==> src/rtl/stack_seq_pkg.sv <==
package stack_seq_pkg;
  localparam logic [7:0] VEC_MASK = 8'h38;

  typedef enum logic [2:0] {
    OP_PUSH  = 3'd0,
    OP_POP   = 3'd1,
    OP_CALL  = 3'd2,
    OP_CALLC = 3'd3,
    OP_RET   = 3'd4,
    OP_RETC  = 3'd5,
    OP_RST   = 3'd6,
    OP_NONE  = 3'd7
  } seqOp_e;

  // strobes from control to datapath
  typedef struct packed {
    logic latch;     // capture command operands
    logic selRet;    // push word is the return address
    logic selVec;    // target comes from the restart opcode
    logic pushStep;  // write a byte and decrement SP
    logic hiPhase;   // first byte of the pair
    logic popStep;   // read a byte and increment SP
    logic capLo;     // hold the low byte read
    logic finish;    // last byte cycle
    logic pcFromPop; // new PC is the popped word
    logic spLoad;    // direct SP load
  } seqCtl_t;
endpackage

==> src/rtl/stack_seq_ctrl.sv <==
module stack_seq_ctrl
  import stack_seq_pkg::*;
(
  input  logic       clk,
  input  logic       rstN,
  input  logic       cmdValid,
  input  logic [2:0] cmdOp,
  input  logic       condTaken,
  input  logic       spWrEn,
  output seqCtl_t    ctl,
  output logic       busy,
  output logic       done,
  output logic       pcLoad
);
  typedef enum logic [1:0] {S_IDLE, S_FIRST, S_SECOND} seqState_e;

  seqState_e stQ;
  seqOp_e    opQ;
  seqOp_e    opIn;
  logic      doneQ, pcLoadQ;
  logic      accept, skip, condOp, pushOpQ, popOpQ, active;

  assign opIn    = seqOp_e'(cmdOp);
  assign accept  = cmdValid && (stQ == S_IDLE) && (opIn != OP_NONE);
  assign condOp  = (opIn == OP_CALLC) || (opIn == OP_RETC);
  assign skip    = accept && condOp && !condTaken;
  assign pushOpQ = (opQ == OP_PUSH) || (opQ == OP_CALL) || (opQ == OP_CALLC) || (opQ == OP_RST);
  assign popOpQ  = (opQ == OP_POP) || (opQ == OP_RET) || (opQ == OP_RETC);
  assign active  = (stQ != S_IDLE);

  always_comb begin
    ctl           = '0;
    ctl.latch     = accept && !skip;
    ctl.selRet    = (opIn == OP_CALL) || (opIn == OP_CALLC) || (opIn == OP_RST);
    ctl.selVec    = (opIn == OP_RST);
    ctl.pushStep  = active && pushOpQ;
    ctl.hiPhase   = (stQ == S_FIRST);
    ctl.popStep   = active && popOpQ;
    ctl.capLo     = popOpQ && (stQ == S_FIRST);
    ctl.finish    = (stQ == S_SECOND);
    ctl.pcFromPop = (opQ == OP_RET) || (opQ == OP_RETC);
    ctl.spLoad    = spWrEn && (stQ == S_IDLE) && !cmdValid;
  end

  always_ff @(posedge clk) begin
    if (!rstN) begin
      stQ     <= S_IDLE;
      opQ     <= OP_NONE;
      doneQ   <= 1'b0;
      pcLoadQ <= 1'b0;
    end else begin
      doneQ   <= skip || (stQ == S_SECOND);
      pcLoadQ <= (stQ == S_SECOND) && (opQ != OP_PUSH) && (opQ != OP_POP);
      unique case (stQ)
        S_IDLE: if (ctl.latch) begin
          stQ <= S_FIRST;
          opQ <= opIn;
        end
        S_FIRST:  stQ <= S_SECOND;
        S_SECOND: stQ <= S_IDLE;
        default:  stQ <= S_IDLE;
      endcase
    end
  end

  assign busy   = active;
  assign done   = doneQ;
  assign pcLoad = pcLoadQ;
endmodule

==> src/rtl/stack_seq_dp.sv <==
module stack_seq_dp
  import stack_seq_pkg::*;
#(
  parameter int AW = 16
) (
  input  logic          clk,
  input  logic          rstN,
  input  seqCtl_t       ctl,
  input  logic [AW-1:0] cmdWord,
  input  logic [AW-1:0] retAddr,
  input  logic [AW/2-1:0] vecOpcode,
  input  logic          pswSel,
  input  logic [AW/2-1:0] accIn,
  input  logic [4:0]    flagsIn,
  input  logic [AW-1:0] spWrVal,
  input  logic [AW/2-1:0] memRdata,
  output logic [AW-1:0] memAddr,
  output logic [AW/2-1:0] memWdata,
  output logic          memWe,
  output logic [AW-1:0] sp,
  output logic [AW-1:0] popWord,
  output logic [AW/2-1:0] accOut,
  output logic [4:0]    flagsOut,
  output logic [AW-1:0] pcOut
);
  localparam int BW = AW / 2;

  logic [AW-1:0] spQ, pushWordQ, targetQ, popWordQ, pcQ;
  logic [BW-1:0] loQ, flagByte;
  logic [AW-1:0] packedPsw, nextPush, vecAddr, readWord;

  // fixed flag layout, bit 1 constant one
  always_comb begin
    flagByte    = '0;
    flagByte[7] = flagsIn[4];
    flagByte[6] = flagsIn[3];
    flagByte[4] = flagsIn[2];
    flagByte[2] = flagsIn[1];
    flagByte[1] = 1'b1;
    flagByte[0] = flagsIn[0];
  end

  always_comb begin
    vecAddr      = '0;
    vecAddr[7:0] = vecOpcode[7:0] & VEC_MASK;
  end

  assign packedPsw = {accIn, flagByte};
  assign nextPush  = ctl.selRet ? retAddr : (pswSel ? packedPsw : cmdWord);
  assign readWord  = {memRdata, loQ};

  always_ff @(posedge clk) begin
    if (!rstN) begin
      spQ       <= '0;
      pushWordQ <= '0;
      targetQ   <= '0;
      loQ       <= '0;
      popWordQ  <= '0;
      pcQ       <= '0;
    end else begin
      if (ctl.latch) begin
        pushWordQ <= nextPush;
        targetQ   <= ctl.selVec ? vecAddr : cmdWord;
      end
      if (ctl.spLoad)        spQ <= spWrVal;
      else if (ctl.pushStep) spQ <= spQ - 1'b1;
      else if (ctl.popStep)  spQ <= spQ + 1'b1;
      if (ctl.capLo) loQ <= memRdata;
      if (ctl.finish && ctl.popStep) popWordQ <= readWord;
      if (ctl.finish) pcQ <= ctl.pcFromPop ? readWord : targetQ;
    end
  end

  assign memAddr  = ctl.pushStep ? (spQ - 1'b1) : spQ;
  assign memWdata = ctl.hiPhase ? pushWordQ[AW-1:BW] : pushWordQ[BW-1:0];
  assign memWe    = ctl.pushStep;
  assign sp       = spQ;
  assign popWord  = popWordQ;
  assign accOut   = popWordQ[AW-1:BW];
  assign flagsOut = {popWordQ[7], popWordQ[6], popWordQ[4], popWordQ[2], popWordQ[0]};
  assign pcOut    = pcQ;
endmodule

==> src/rtl/stack_seq.sv <==
module stack_seq
  import stack_seq_pkg::*;
#(
  parameter int AW = 16
) (
  input  logic            clk,
  input  logic            rstN,
  input  logic            cmdValid,
  input  logic [2:0]      cmdOp,
  input  logic            condTaken,
  input  logic [AW-1:0]   cmdWord,
  input  logic [AW-1:0]   retAddr,
  input  logic [AW/2-1:0] vecOpcode,
  input  logic            pswSel,
  input  logic [AW/2-1:0] accIn,
  input  logic [4:0]      flagsIn,
  input  logic            spWrEn,
  input  logic [AW-1:0]   spWrVal,
  input  logic [AW/2-1:0] memRdata,
  output logic [AW-1:0]   memAddr,
  output logic [AW/2-1:0] memWdata,
  output logic            memWe,
  output logic [AW-1:0]   sp,
  output logic [AW-1:0]   popWord,
  output logic [AW/2-1:0] accOut,
  output logic [4:0]      flagsOut,
  output logic [AW-1:0]   pcOut,
  output logic            pcLoad,
  output logic            busy,
  output logic            done
);
  seqCtl_t ctl;

  stack_seq_ctrl u_ctrl (
    .clk(clk), .rstN(rstN), .cmdValid(cmdValid), .cmdOp(cmdOp),
    .condTaken(condTaken), .spWrEn(spWrEn), .ctl(ctl),
    .busy(busy), .done(done), .pcLoad(pcLoad)
  );

  stack_seq_dp #(.AW(AW)) u_dp (
    .clk(clk), .rstN(rstN), .ctl(ctl), .cmdWord(cmdWord), .retAddr(retAddr),
    .vecOpcode(vecOpcode), .pswSel(pswSel), .accIn(accIn), .flagsIn(flagsIn),
    .spWrVal(spWrVal), .memRdata(memRdata), .memAddr(memAddr),
    .memWdata(memWdata), .memWe(memWe), .sp(sp), .popWord(popWord),
    .accOut(accOut), .flagsOut(flagsOut), .pcOut(pcOut)
  );
endmodule

==> config.mk <==
export PLATFORM = sky130hd
export DESIGN_NAME = stack_seq
export DESIGN_NICKNAME = d
export VERILOG_FILES = /design/src/rtl/stack_seq_pkg.sv /design/src/rtl/stack_seq_ctrl.sv /design/src/rtl/stack_seq_dp.sv /design/src/rtl/stack_seq.sv
export SDC_FILE = /design/constraint.sdc
export NUM_CORES = 1
export LEC_CHECK = 0
export ABC_AREA = 1
export BUFFER_PORTS_ARGS = -buffer_cell sky130_fd_sc_hd__buf_2
export CORE_MARGIN = 2
export CORE_UTILIZATION = 52
export DETAILED_ROUTE_END_ITERATION = 10
export HOLD_SLACK_MARGIN = 0.08
export MAX_ROUTING_LAYER = met4
export PLACE_DENSITY_LB_ADDON = 0.2
export SETUP_SLACK_MARGIN = 0.3
export SKIP_CTS_REPAIR_TIMING = 1
export SLEW_MARGIN = 20
export SYNTH_ARGS = -nofsm -noshare
export SYNTH_HDL_FRONTEND = slang
export SYNTH_SLANG_ARGS = --single-unit
==> constraint.sdc <==
create_clock -name clk -period 1.9 [get_ports clk]
set_clock_uncertainty 0.2 [all_clocks]
set_input_delay 0.19 -clock clk [delete_from_list [all_inputs] [get_ports clk]]
set_output_delay 0.19 -clock clk [all_outputs]
set_load 0.01 [all_outputs]
* Word-level counts from Yosys, hierarchy flattened
Cells that the tools add are included.
** Storage, ports and cells
- Output and inout bits :: 89
- Input bits :: 86
- Logic and storage cells :: 70
- Flip-flop bits (word level) :: 95
** Cells by class
- Equality and inequality tests :: 15
- Multiplexer cells :: 11
- Add/sub/neg operators :: 2
- Reductions and logical operators :: 32
** Operators by type and width (count)
- 2-to-1 mux 16 bit :: 8
- adder 16 x 1 -> 16 bit (second input constant) :: 1
- subtractor 16 x 1 -> 16 bit (second input constant) :: 1
- == test 3 bit (second input constant) :: 5
- logical AND 1 bit :: 13
- == test 3 x 2 -> 1 bit (second input constant) :: 4
- logical OR 1 bit :: 10
- 2-to-1 mux 8 bit :: 1
- nonzero test 3 bit :: 2
- one-hot mux 2 bit (2 select lines) :: 1
- == test 3 x 1 -> 1 bit (second input constant) :: 1
- logical NOT 1 bit :: 3
- logical NOT 3 bit :: 1
- != test 3 x 1 -> 1 bit (second input constant) :: 1
- != test 3 bit (second input constant) :: 1
- == test 2 x 1 -> 1 bit (second input constant) :: 1
- == test 2 bit (second input constant) :: 1
- logical NOT 2 bit :: 1
- 2-to-1 mux 2 bit :: 1
- != test 2 bit (second input constant) :: 1
- AND reduction 2 bit :: 1
- nonzero test 2 bit :: 1

* Longest topological paths before layout
Gate-level depths: netlist of run 1.
- Depth after elaboration :: 9
- Depth in mapped cells :: 11
- Depth with buffers taken out :: 11

* Hierarchy
A second synthesis of run 1 with hierarchy kept.
** Unflattened totals
- Cell total of the unflattened synthesis :: 786
- Area total of the unflattened synthesis :: 5357.6 um2
** Modules (own cells, without submodules)
- stack_seq_dp :: area each 4958.5 um2, instances 1, sequential area each 1761.7 um2, cells an instance 728
- stack_seq_ctrl :: area each 399.1 um2, instances 1, sequential area each 140.1 um2, cells an instance 58

* Least setup slack after synthesis of run 1
No wires, ideal clock.
- Path type :: register to register
- Start point :: register u_ctrl.opQ[2]
- End point :: register u_dp.spQ[0], in the netlist u_dp.sp[0]
- Required time :: 1575 ps
- Library setup time :: 125 ps
- Arrival time :: 1448 ps
- Buffers on the path :: 2
- Path slack :: 127 ps
- Period minus slack after synthesis :: 1773 ps
- Cell stages (with the launch flop) :: 9
- Cell sequence :: dfxtp_1 nand2_1 nand2_1 nor2_4 buf_4 buf_2 ha_1 o21ai_0 a31oi_1
** On the way
- Longest elaborated chain between the ends :: 7
- Elaborated cells between the ends (all ways) :: 17
- Classes of those cells :: 6 x eq/ne; 2 x mux; 9 x reduce/logical
** Ends and longest elaborated chain
- start, declared :: line stack_seq_ctrl.sv:18 : seqOp_e opQ;
- start signal, assigned :: line stack_seq_ctrl.sv:57 : opQ <= opIn;
- == test 3 x 2 -> 1 bit or logical NOT 3 bit (tied branches) :: line stack_seq_ctrl.sv:27 : assign pushOpQ = (opQ == OP_PUSH) || (opQ == OP_CALL) || (opQ == OP_CALLC) || (opQ == OP_RST);
- logical OR 1 bit (2 in series) :: line stack_seq_ctrl.sv:27
- logical OR 1 bit * :: line stack_seq_ctrl.sv:27
- logical AND 1 bit * :: line stack_seq_ctrl.sv:36 : ctl.pushStep = active && pushOpQ;
- via memWe :: line stack_seq.sv:22 : output logic memWe,
- 2-to-1 mux 16 bit :: line stack_seq_dp.sv:66 : else if (ctl.pushStep) spQ <= spQ - 1'b1;
- 2-to-1 mux 16 bit :: line stack_seq_dp.sv:65 : if (ctl.spLoad) spQ <= spWrVal;
- end signal, assigned :: line stack_seq_dp.sv:65
- end signal, assigned :: line stack_seq_dp.sv:66
- end signal, assigned :: line stack_seq_dp.sv:67 : else if (ctl.popStep) spQ <= spQ + 1'b1;
- end, declared :: line stack_seq_dp.sv:28 : logic [AW-1:0] spQ, pushWordQ, targetQ, popWordQ, pcQ;
The timed path passes the listed nets; every way through them passes the cells marked *.
A chain may end at the register's enable or synchronous reset.

* Worst setup path in the final report of run 1
- Start point :: register u_dp.spQ[5], in the netlist u_dp.sp[5]
- End point :: output port memAddr[8]
** On the way
- Longest elaborated chain between the ends :: 2
** Ends and longest elaborated chain
- subtractor 16 x 1 -> 16 bit :: line stack_seq_dp.sv:74 : assign memAddr = ctl.pushStep ? (spQ - 1'b1) : spQ;
- 2-to-1 mux 16 bit :: line stack_seq_dp.sv:74
- end, declared :: line stack_seq.sv:20 : output logic [AW-1:0] memAddr,
No other way between the ends.

==> summary.txt, run 1 <==
Floorplanning
  – Die extent in y: 106.1 µm
  – Initial core utilization: 52.97%
  – Area of the die: 11250 µm²
  – I/O pin count: 175
  – CORE AREA: 10230 µm²
  – # rows: 37
  – Chip width: 106.1 µm

Detailed routing
  – Drt first-iter violations: 617
  – Antenna viol nets, final: 0
  – Drt wl/cell: 17.51 µm
  – Routed wire length: 21400 µm
  – # DRC: 0
  – Vias: 6985
  – Drt via density: 5.716
  – Pre-Repair DR Iteration Count: 6

Final layout
  – Fill cell count: 615
  – Multi-input gate area: 3666 µm²
  – Reg area: 1946 µm²
  – Diode count: 0
  – Area growth syn-to-layout: 55.58%
  – Final Instance Area: 8431 µm²
  – Util after Layout: 82.40%
  – Most frequent cells in the layout: nand2_1, buf_2, nor2_1
  – Most common cell after layout, fill and taps aside: nand2_1
  – Share of layout cells above drive strength 1: 41.53%
  – Nets: 1171

Logic synthesis
  – Synth Register Bits: 95
  – Distinct cells, synth: 33
  – Ys async rst share: 0%
  – Sequential area share after synthesis: 35.10%
  – Synth Area per Inst: 6.482 µm²
  – Most used DFF post-synth: dfxtp_1
  – YS warnings: 0
  – Synth Instances: 836
  – Net count after synthesis: 926
  – Synth Cell Area: 5419 µm²
  – EDFF count, synth: 0

Worst setup path
  – Critical path type: flip-flop to output pin
  – R2R cell count: 10
  – CP Data Arrival Time: 1810 ps
  – Max stage delay on crit path: 410 ps
  – RR Startpoint: u_dp.sp[1]
  – Worst path slowest cell: dfxtp_4
  – Critical path required time: 1510 ps
  – Maximum fanout along the worst path: 5
  – Critical R2R Capture: u_dp.sp[12]
  – Worst Setup End Kind: output pin
  – Reg2reg setup slack: -140 ps
  – Most used cell along the critical path: nand2_1
  – Kind of cell adding the most delay to the critical path: simple AND/OR/NAND/NOR gates
  – Crit-path cells: nor2_1, nand2_1, nor2_4, xor2_1, nand2_1, o21ai_1, buf_2
  – Crit path buffers/inverters: 1
  – Startpoint Class: flip-flop

Global route
  – Antenna violations before repair: 0
  – Global route overflow: 0
  – M2 GR Usage: 42.63%
  – GRT met3 Usage: 3.740%
  – First-pass GRT wire length: 24150 µm
  – Largest net degree at the start of global routing: 42
  – GRT busiest layer: met2
  – Met1 Track Usage GR: 37.27%
  – Vias in the first global route: 5058
  – Aggregate global-route resource usage: 27.36%

Status
  – Status: finished with violations
  – Failing checks: negative setup slack

Place
  – Port bufs: 169
  – Detailed placer's ending HPWL: 11220 µm
  – Placed inst area: 6336 µm²
  – Worst slack, placed: 116.9 ps
  – Placer Congestion: 0.9288

Hold path
  – WHS Path Cells: 4
  – Class of the tightest hold or removal check: input port to flip-flop
  – Min-delay src: retAddr[14]
  – Hold Path End: u_dp.pushWordQ[14]

Clocking
  – Clock Pin Slew Worst Setup and Hold Paths: 110 ps
  – CTS Root Cell: clkbuf_8
  – TritonCTS clock tree: yes
  – H-tree depth: 3
  – CTS sink count: 95
  – Clock latency on the worst-skew pair: 380 ps
  – Cts bufs inserted: 9
  – Worst-case clock buffer depth: 2

STA
  – Final worst-path cycle share: 116.0%
  – Crit path time final: 2204 ps
  – Final setup margin: -304.2 ps
  – Fmax: 0.4537 GHz
  – Final setup fails: 25
  – Slew @ Worst Pin: 910.4 ps
  – RSZ-0062 raised after global routing: true
  – Setup TNS: -3724 ps
  – Fin. max-slew vios: 0
  – Final hold vios: 0
  – Slew HR: 39.24%

Pwr
  – Peak supply drop: 0.4364 mV
  – Power per cell area: 690.7 nW/µm²
  – P_leak: 4.188 nW

Run
  – Max_cap viols: 0
[synthesized netlist by cell type, types with 6 or more instances]
cell / count / share of area, %
buf_4: 17 / 2.4
nor2_2: 9 / 1.0
nand2_2: 6 / 0.69
inv_1: 62 / 4.3
clkbuf_1: 18 / 1.2
nand3_1: 68 / 6.3
o21ai_0: 80 / 7.4
mux2_2: 8 / 1.7
dfxtp_1: 95 / 35
nor2_1: 102 / 7.1
a21oi_1: 44 / 4.1
o211ai_1: 24 / 3.3
o21ai_1: 11 / 1.0
buf_2: 21 / 1.9
nand2_1: 232 / 16
[registers in the layout (all words and copies together) (netlist names)]
signal,flops
u_ctrl.opQ,3
u_dp.popWord,16
u_ctrl.stQ,2
u_dp.targetQ,16
u_dp.sp,16
u_dp.loQ,8
u_dp.pushWordQ,16
u_ctrl.done,1
u_ctrl.pcLoad,1
u_dp.pcOut,16
[where the power goes]
part	total, mW	switching [mW]	internal, mW
Sequential	2.27	0.151	2.12
Combinational	2.18	1.26	0.914
Clock	1.37	0.827	0.546
[worst min-delay path, stage by stage]
cell and delay, ps:
buf_2 80, mux2_2 170, nand2_4 50, a21oi_2 100
[cells by family (layout without fill, tap and decap cells)]
group,Yosys count,in the layout,share of synthesized area (%)
AOI/OAI and AO/OA,165,166,17.06
xor gates and xnor gates,5,5,0.8081
adders and majority gates,4,4,0.9236
buffers and inverters,131,377,11.24
DFF,95,95,35.10
muxes,8,8,1.663
and+or+nand+nor,428,431,33.20
[area by class of cell]
type / instances / share of cell area, %
clock inverters: 6 / 0.7569
flip-flops and latches: 95 / 23.08
clock buffers: 10 / 1.633
multi-input cells: 614 / 43.48
repair inverters: 3 / 0.4601
inverters: 70 / 3.503
well taps: 136 / 2.018
repair buffers: 288 / 25.07
[per-layer routing]
layer | routed length, µm | vias up
met5 | 0 | -
met1 | 8262 | 3207
met3 | 1893 | 109
li1 | - | 3198
met4 | 900 | 0
met2 | 10340 | 471
[worst max path at each step]
stage / startpoint / end / depth (start not counted)
after floorplan: u_ctrl.stQ[0] / u_dp.sp[0] / 9
after global placement: u_dp.sp[0] / memAddr[8] / 8
after detailed placement: u_ctrl.stQ[0] / u_dp.targetQ[3] / 8
after CTS: u_dp.sp[0] / memAddr[8] / 8
after global routing: u_dp.sp[5] / memAddr[8] / 7
final: u_dp.sp[5] / memAddr[8] / 7
[through the flow]
step	power (mW)	hold slack, ps	std cells
2_1_floorplan	3.173	124.9	836
6_report	5.823	40.54	1222
4_1_cts	4.931	-133.7	1121
3_3_place_gp	3.586	234.6	1105
5_1_grt	6.044	66.05	1222
3_5_place_dp	3.604	240.7	1105
(Power assumes the default switching activity.)
==> run 2, diff against run 1 <==
--- a/config.mk
+++ b/config.mk
@@ -11,8 +11,8 @@
 export CORE_UTILIZATION = 52
 export DETAILED_ROUTE_END_ITERATION = 10
 export HOLD_SLACK_MARGIN = 0.08
-export MAX_ROUTING_LAYER = met4
 export PLACE_DENSITY_LB_ADDON = 0.2
+export REMOVE_ABC_BUFFERS = 1
 export SETUP_SLACK_MARGIN = 0.3
 export SKIP_CTS_REPAIR_TIMING = 1
 export SLEW_MARGIN = 20
==> summary.txt, run 2 (synthesis gave the netlist of run 1 again) <==
Global route
  – First-pass GRT wire length: 23820 µm
  – Largest net degree at the start of global routing: 65
  – Global route overflow: 0
  – Met1 Track Usage GR: 35.33%
  – M2 GR Usage: 42.07%
  – GRT met3 Usage: 4.108%
  – Aggregate global-route resource usage: 26.09%
  – Antenna violations before repair: 0
  – Vias in the first global route: 5034
  – GRT busiest layer: met2

Floorplanning
  – I/O pin count: 175
  – Initial core utilization: 52.97%
  – Area of the die: 11250 µm²
  – CORE AREA: 10230 µm²
  – Chip width: 106.1 µm
  – Die extent in y: 106.1 µm
  – # rows: 37

Worst setup path
  – Most used cell along the critical path: nor2_4
  – Worst Setup End Kind: output pin
  – Maximum fanout along the worst path: 7
  – Crit-path cells: nor2_4, inv_4, nand2_2, nor2_4, clkbuf_16, nand2_1, o21ai_2, buf_2
  – Startpoint Class: flip-flop
  – Critical path required time: 1510 ps
  – CP Data Arrival Time: 1780 ps
  – Worst path slowest cell: dfxtp_4
  – Critical path type: flip-flop to output pin
  – Max stage delay on crit path: 380 ps

Detailed routing
  – Antenna viol nets, final: 0
  – Routed wire length: 19760 µm
  – Pre-Repair DR Iteration Count: 7
  – Drt via density: 5.434
  – Vias: 6613
  – Drt wl/cell: 16.24 µm
  – Drt first-iter violations: 461
  – # DRC: 0

Place
  – Port bufs: 169
  – Detailed placer's ending HPWL: 10980 µm
  – Placer Congestion: 0.8823
  – Worst slack, placed: 17.32 ps

STA
  – Fmax: 0.4616 GHz
  – Final setup margin: -266.5 ps
  – Crit path time final: 2166 ps
  – Final worst-path cycle share: 114.0%
  – Slew HR: 33.08%
  – Setup TNS: -3113 ps
  – RSZ-0062 raised after global routing: true
  – Final setup fails: 26
  – Slew @ Worst Pin: 1003 ps
  – Fin. max-slew vios: 0
  – Final hold vios: 0

Pwr
  – Power per cell area: 688.3 nW/µm²
  – P_leak: 4.063 nW
  – Peak supply drop: 0.4615 mV

Final layout
  – Most common cell after layout, fill and taps aside: nand2_1
  – Share of layout cells above drive strength 1: 40.89%
  – Most frequent cells in the layout: nand2_1, buf_2, nor2_1
  – Fill cell count: 670
  – Nets: 1166
  – Reg area: 1947 µm²
  – Area growth syn-to-layout: 54.63%
  – Diode count: 0
  – Multi-input gate area: 3553 µm²

Clocking
  – Clock latency on the worst-skew pair: 370 ps
  – Worst-case clock buffer depth: 2
  – CTS Root Cell: clkbuf_8
  – CTS sink count: 95
  – Cts bufs inserted: 9
  – TritonCTS clock tree: yes
  – H-tree depth: 3
  – Clock Pin Slew Worst Setup and Hold Paths: 100 ps

Hold path
  – Class of the tightest hold or removal check: input port to flip-flop

Run
  – Max_cap viols: 0

Status
  – Status: finished with violations
  – Failing checks: negative setup slack
[run 2: worst max-delay path, delay by kind of cell (launching register included)]
kind | cells | cell delay (ps)
compound gates | 1 | 100
simple gates | 4 | 480
buf+inv | 3 | 450
flops | 1 | 380
[run 2: area by class of cell]
class,instances,share of cell area (%)
sequential,95,23.23
timing repair buffer,285,25.55
multi-input combinational,612,42.41
inverter,70,3.748
clock inverter,6,0.8063
tap,136,2.031
timing repair inverter,3,0.5824
clock buffer,10,1.643
[run 2: worst paths after layout]
path / startpoint / end / slack (ps) / depth (start not counted)
worst max register to register: u_ctrl.stQ[0] / u_dp.sp[14] / -50 / 12
worst max-delay path: u_ctrl.stQ[0] / memAddr[8] / -270 / 8
worst min register to register: u_dp.pushWordQ[4] / u_dp.pushWordQ[4] / 260 / 2
worst min-delay path: retAddr[6] / u_dp.pushWordQ[6] / 20 / 5
[run 2: metal layers]
| metal | vias up | share of wire, % |
|---|---|---|
| met2 | 356 | 49 |
| met4 | 0 | 3.2 |
| li1 | 3171 | - |
| met3 | 59 | 8.1 |
| met5 | - | 0 |
| met1 | 3027 | 39 |
[run 2: report_power, final]
part	switching (mW)	leakage, nW	internal [mW]
clock	0.745	0.0989	0.649
sequential	0.148	0.783	2.12
combinational	1.19	3.18	0.915
total	2.08	4.06	3.68
[run 2: stage by stage]
step	hold slack, ps	power (mW)	instances	instance area (µm²)	util, %
after floorplan	88.64	3.061	775	5077	-
after global placement	233.9	3.569	1111	6351	62.08
after detailed placement	238.7	3.586	1111	6351	62.08
after CTS	-127.8	4.947	1127	6556	64.08
after global routing	62.53	6.027	1217	8379	81.90
final	16.18	5.768	1217	8379	81.90
==> run 3, diff against run 2 <==
--- a/config.mk
+++ b/config.mk
@@ -11,7 +11,7 @@
 export CORE_UTILIZATION = 52
 export DETAILED_ROUTE_END_ITERATION = 10
 export HOLD_SLACK_MARGIN = 0.08
-export PLACE_DENSITY_LB_ADDON = 0.2
+export PLACE_DENSITY = 0.91
 export REMOVE_ABC_BUFFERS = 1
 export SETUP_SLACK_MARGIN = 0.3
 export SKIP_CTS_REPAIR_TIMING = 1
==> summary.txt, run 3 (synthesis gave the netlist of run 1 again) <==
Final layout
  – Nets: 1171
  – Most frequent cells in the layout: nand2_1, buf_2, nor2_1
  – Share of layout cells above drive strength 1: 39.32%
  – Most common cell after layout, fill and taps aside: nand2_1
  – Non-filler cells, final: 1223
  – Final Instance Area: 8278 µm²
  – Area growth syn-to-layout: 52.76%

Floorplanning
  – Die extent in y: 106.1 µm
  – I/O pin count: 175
  – Initial core utilization: 52.97%
  – Area of the die: 11250 µm²
  – # rows: 37
  – CORE AREA: 10230 µm²
  – Chip width: 106.1 µm

Status
  – Status: finished with violations
  – Failing checks: design-rule violations, negative setup slack

STA
  – Slew @ Worst Pin: 940.3 ps
  – Fin. max-slew vios: 0
  – Fmax: 0.4121 GHz
  – Final setup margin: -526.8 ps
  – Slew HR: 37.24%
  – Crit path time final: 2427 ps
  – Final hold vios: 0
  – Final setup fails: 43
  – RSZ-0062 raised after global routing: true
  – Final worst-path cycle share: 127.7%

Worst setup path
  – CP Data Arrival Time: 2040 ps
  – Startpoint Class: flip-flop
  – Maximum fanout along the worst path: 7
  – Critical path required time: 1510 ps
  – Worst Setup End Kind: output pin
  – Critical path type: flip-flop to output pin

Global route
  – Global route overflow: 0
  – Aggregate global-route resource usage: 25.63%
  – Vias in the first global route: 5089
  – Antenna violations before repair: 1
  – First-pass GRT wire length: 23540 µm
  – Largest net degree at the start of global routing: 61

Detailed routing
  – Metal2 WL: 11020 µm
  – Met1 Wirelength: 8005 µm
  – Vias: 7320
  – Met3 wire len: 2565 µm
  – Drt via density: 5.985
  – Routed wire length: 23300 µm
  – Antenna viol nets, final: 0
  – Pre-Repair DR Iteration Count: 11
  – # DRC: 1
  – Drt first-iter violations: 832
  – Drt wl/cell: 19.05 µm
  – Top routing layer in use: met4

Pwr
  – Power per cell area: 734.6 nW/µm²
  – P_leak: 4.033 nW
  – Peak supply drop: 0.4633 mV

Hold path
  – Class of the tightest hold or removal check: input port to flip-flop

Clocking
  – CTS Root Cell: clkbuf_8
  – H-tree depth: 3
  – Clock latency on the worst-skew pair: 380 ps
  – Cts bufs inserted: 9
  – TritonCTS clock tree: yes
  – CTS sink count: 95
  – Worst-case clock buffer depth: 2
  – Clock Pin Slew Worst Setup and Hold Paths: 120 ps

Place
  – Placed inst area: 6296 µm²
  – Placer Congestion: 0.9338
  – Placed Cells: 1107
  – Detailed placer's ending HPWL: 10870 µm
  – Port bufs: 169

Run
  – Max_cap viols: 0
==> run 3: final timing paths <==
kind                                        start                  to  slack, ps  cells after the start
worst max-delay path                   u_dp.sp[4]         memAddr[11]       -530                      9
worst min-delay path                  retAddr[12]  u_dp.pushWordQ[12]         40                      4
worst max register to register      u_ctrl.opQ[2]          u_dp.sp[2]       -360                     10
worst min register to register  u_dp.pushWordQ[2]   u_dp.pushWordQ[2]        270                      2
==> run 3: layout make-up <==
type,count,area (µm²)
repair inverters,3,38.79
flip-flops and latches,95,1947
inverters,70,297.8
repair buffers,289,2106
diodes,1,2.502
clock inverters,7,112.6
multi-input cells,613,3480
well taps,136,170.2
clock buffers,9,123.9
fillers,588,1953
==> run 3: metrics by stage <==
step                power (mW)  hold slack [ps]  utilization, %  setup TNS, ps  worst slack (ps)
floorplan                3.061            88.64               -          -4003            -165.6
global placement         3.537            231.6           61.54              0             56.59
detailed placement       3.562            242.4           61.54              0             10.50
CTS                      5.078           -137.6           63.85          -4439            -397.8
global route             6.277            73.32           80.91          -7937            -635.5
finish                   6.081            41.91           80.91          -5614            -526.8
==> run 3: where the power goes <==
part / internal, mW / switching, mW / leakage [nW]
logic: 0.907 / 1.28 / 3.13
clock network: 0.769 / 0.833 / 0.115
registers: 2.12 / 0.164 / 0.783
total: 3.80 / 2.28 / 4.03
==> run 3: worst max-delay path, cell delays in order, from the launching register on <==
cell     delay, ps
dfxtp_4        420
nor2_4         140
nand2_2         80
nor2_4         210
nand2_2        130
nand2_1        180
nand2_1        130
nand2_1        130
o21ai_1         90
buf_2          140
==> run 3: metal layers <==
metal / up-vias / global-route usage, %
met2: 663 / 41.94
met4: 0 / 10.81
li1: 3186 / -
met3: 191 / 4.353
met1: 3280 / 33.49
met5: - / 0
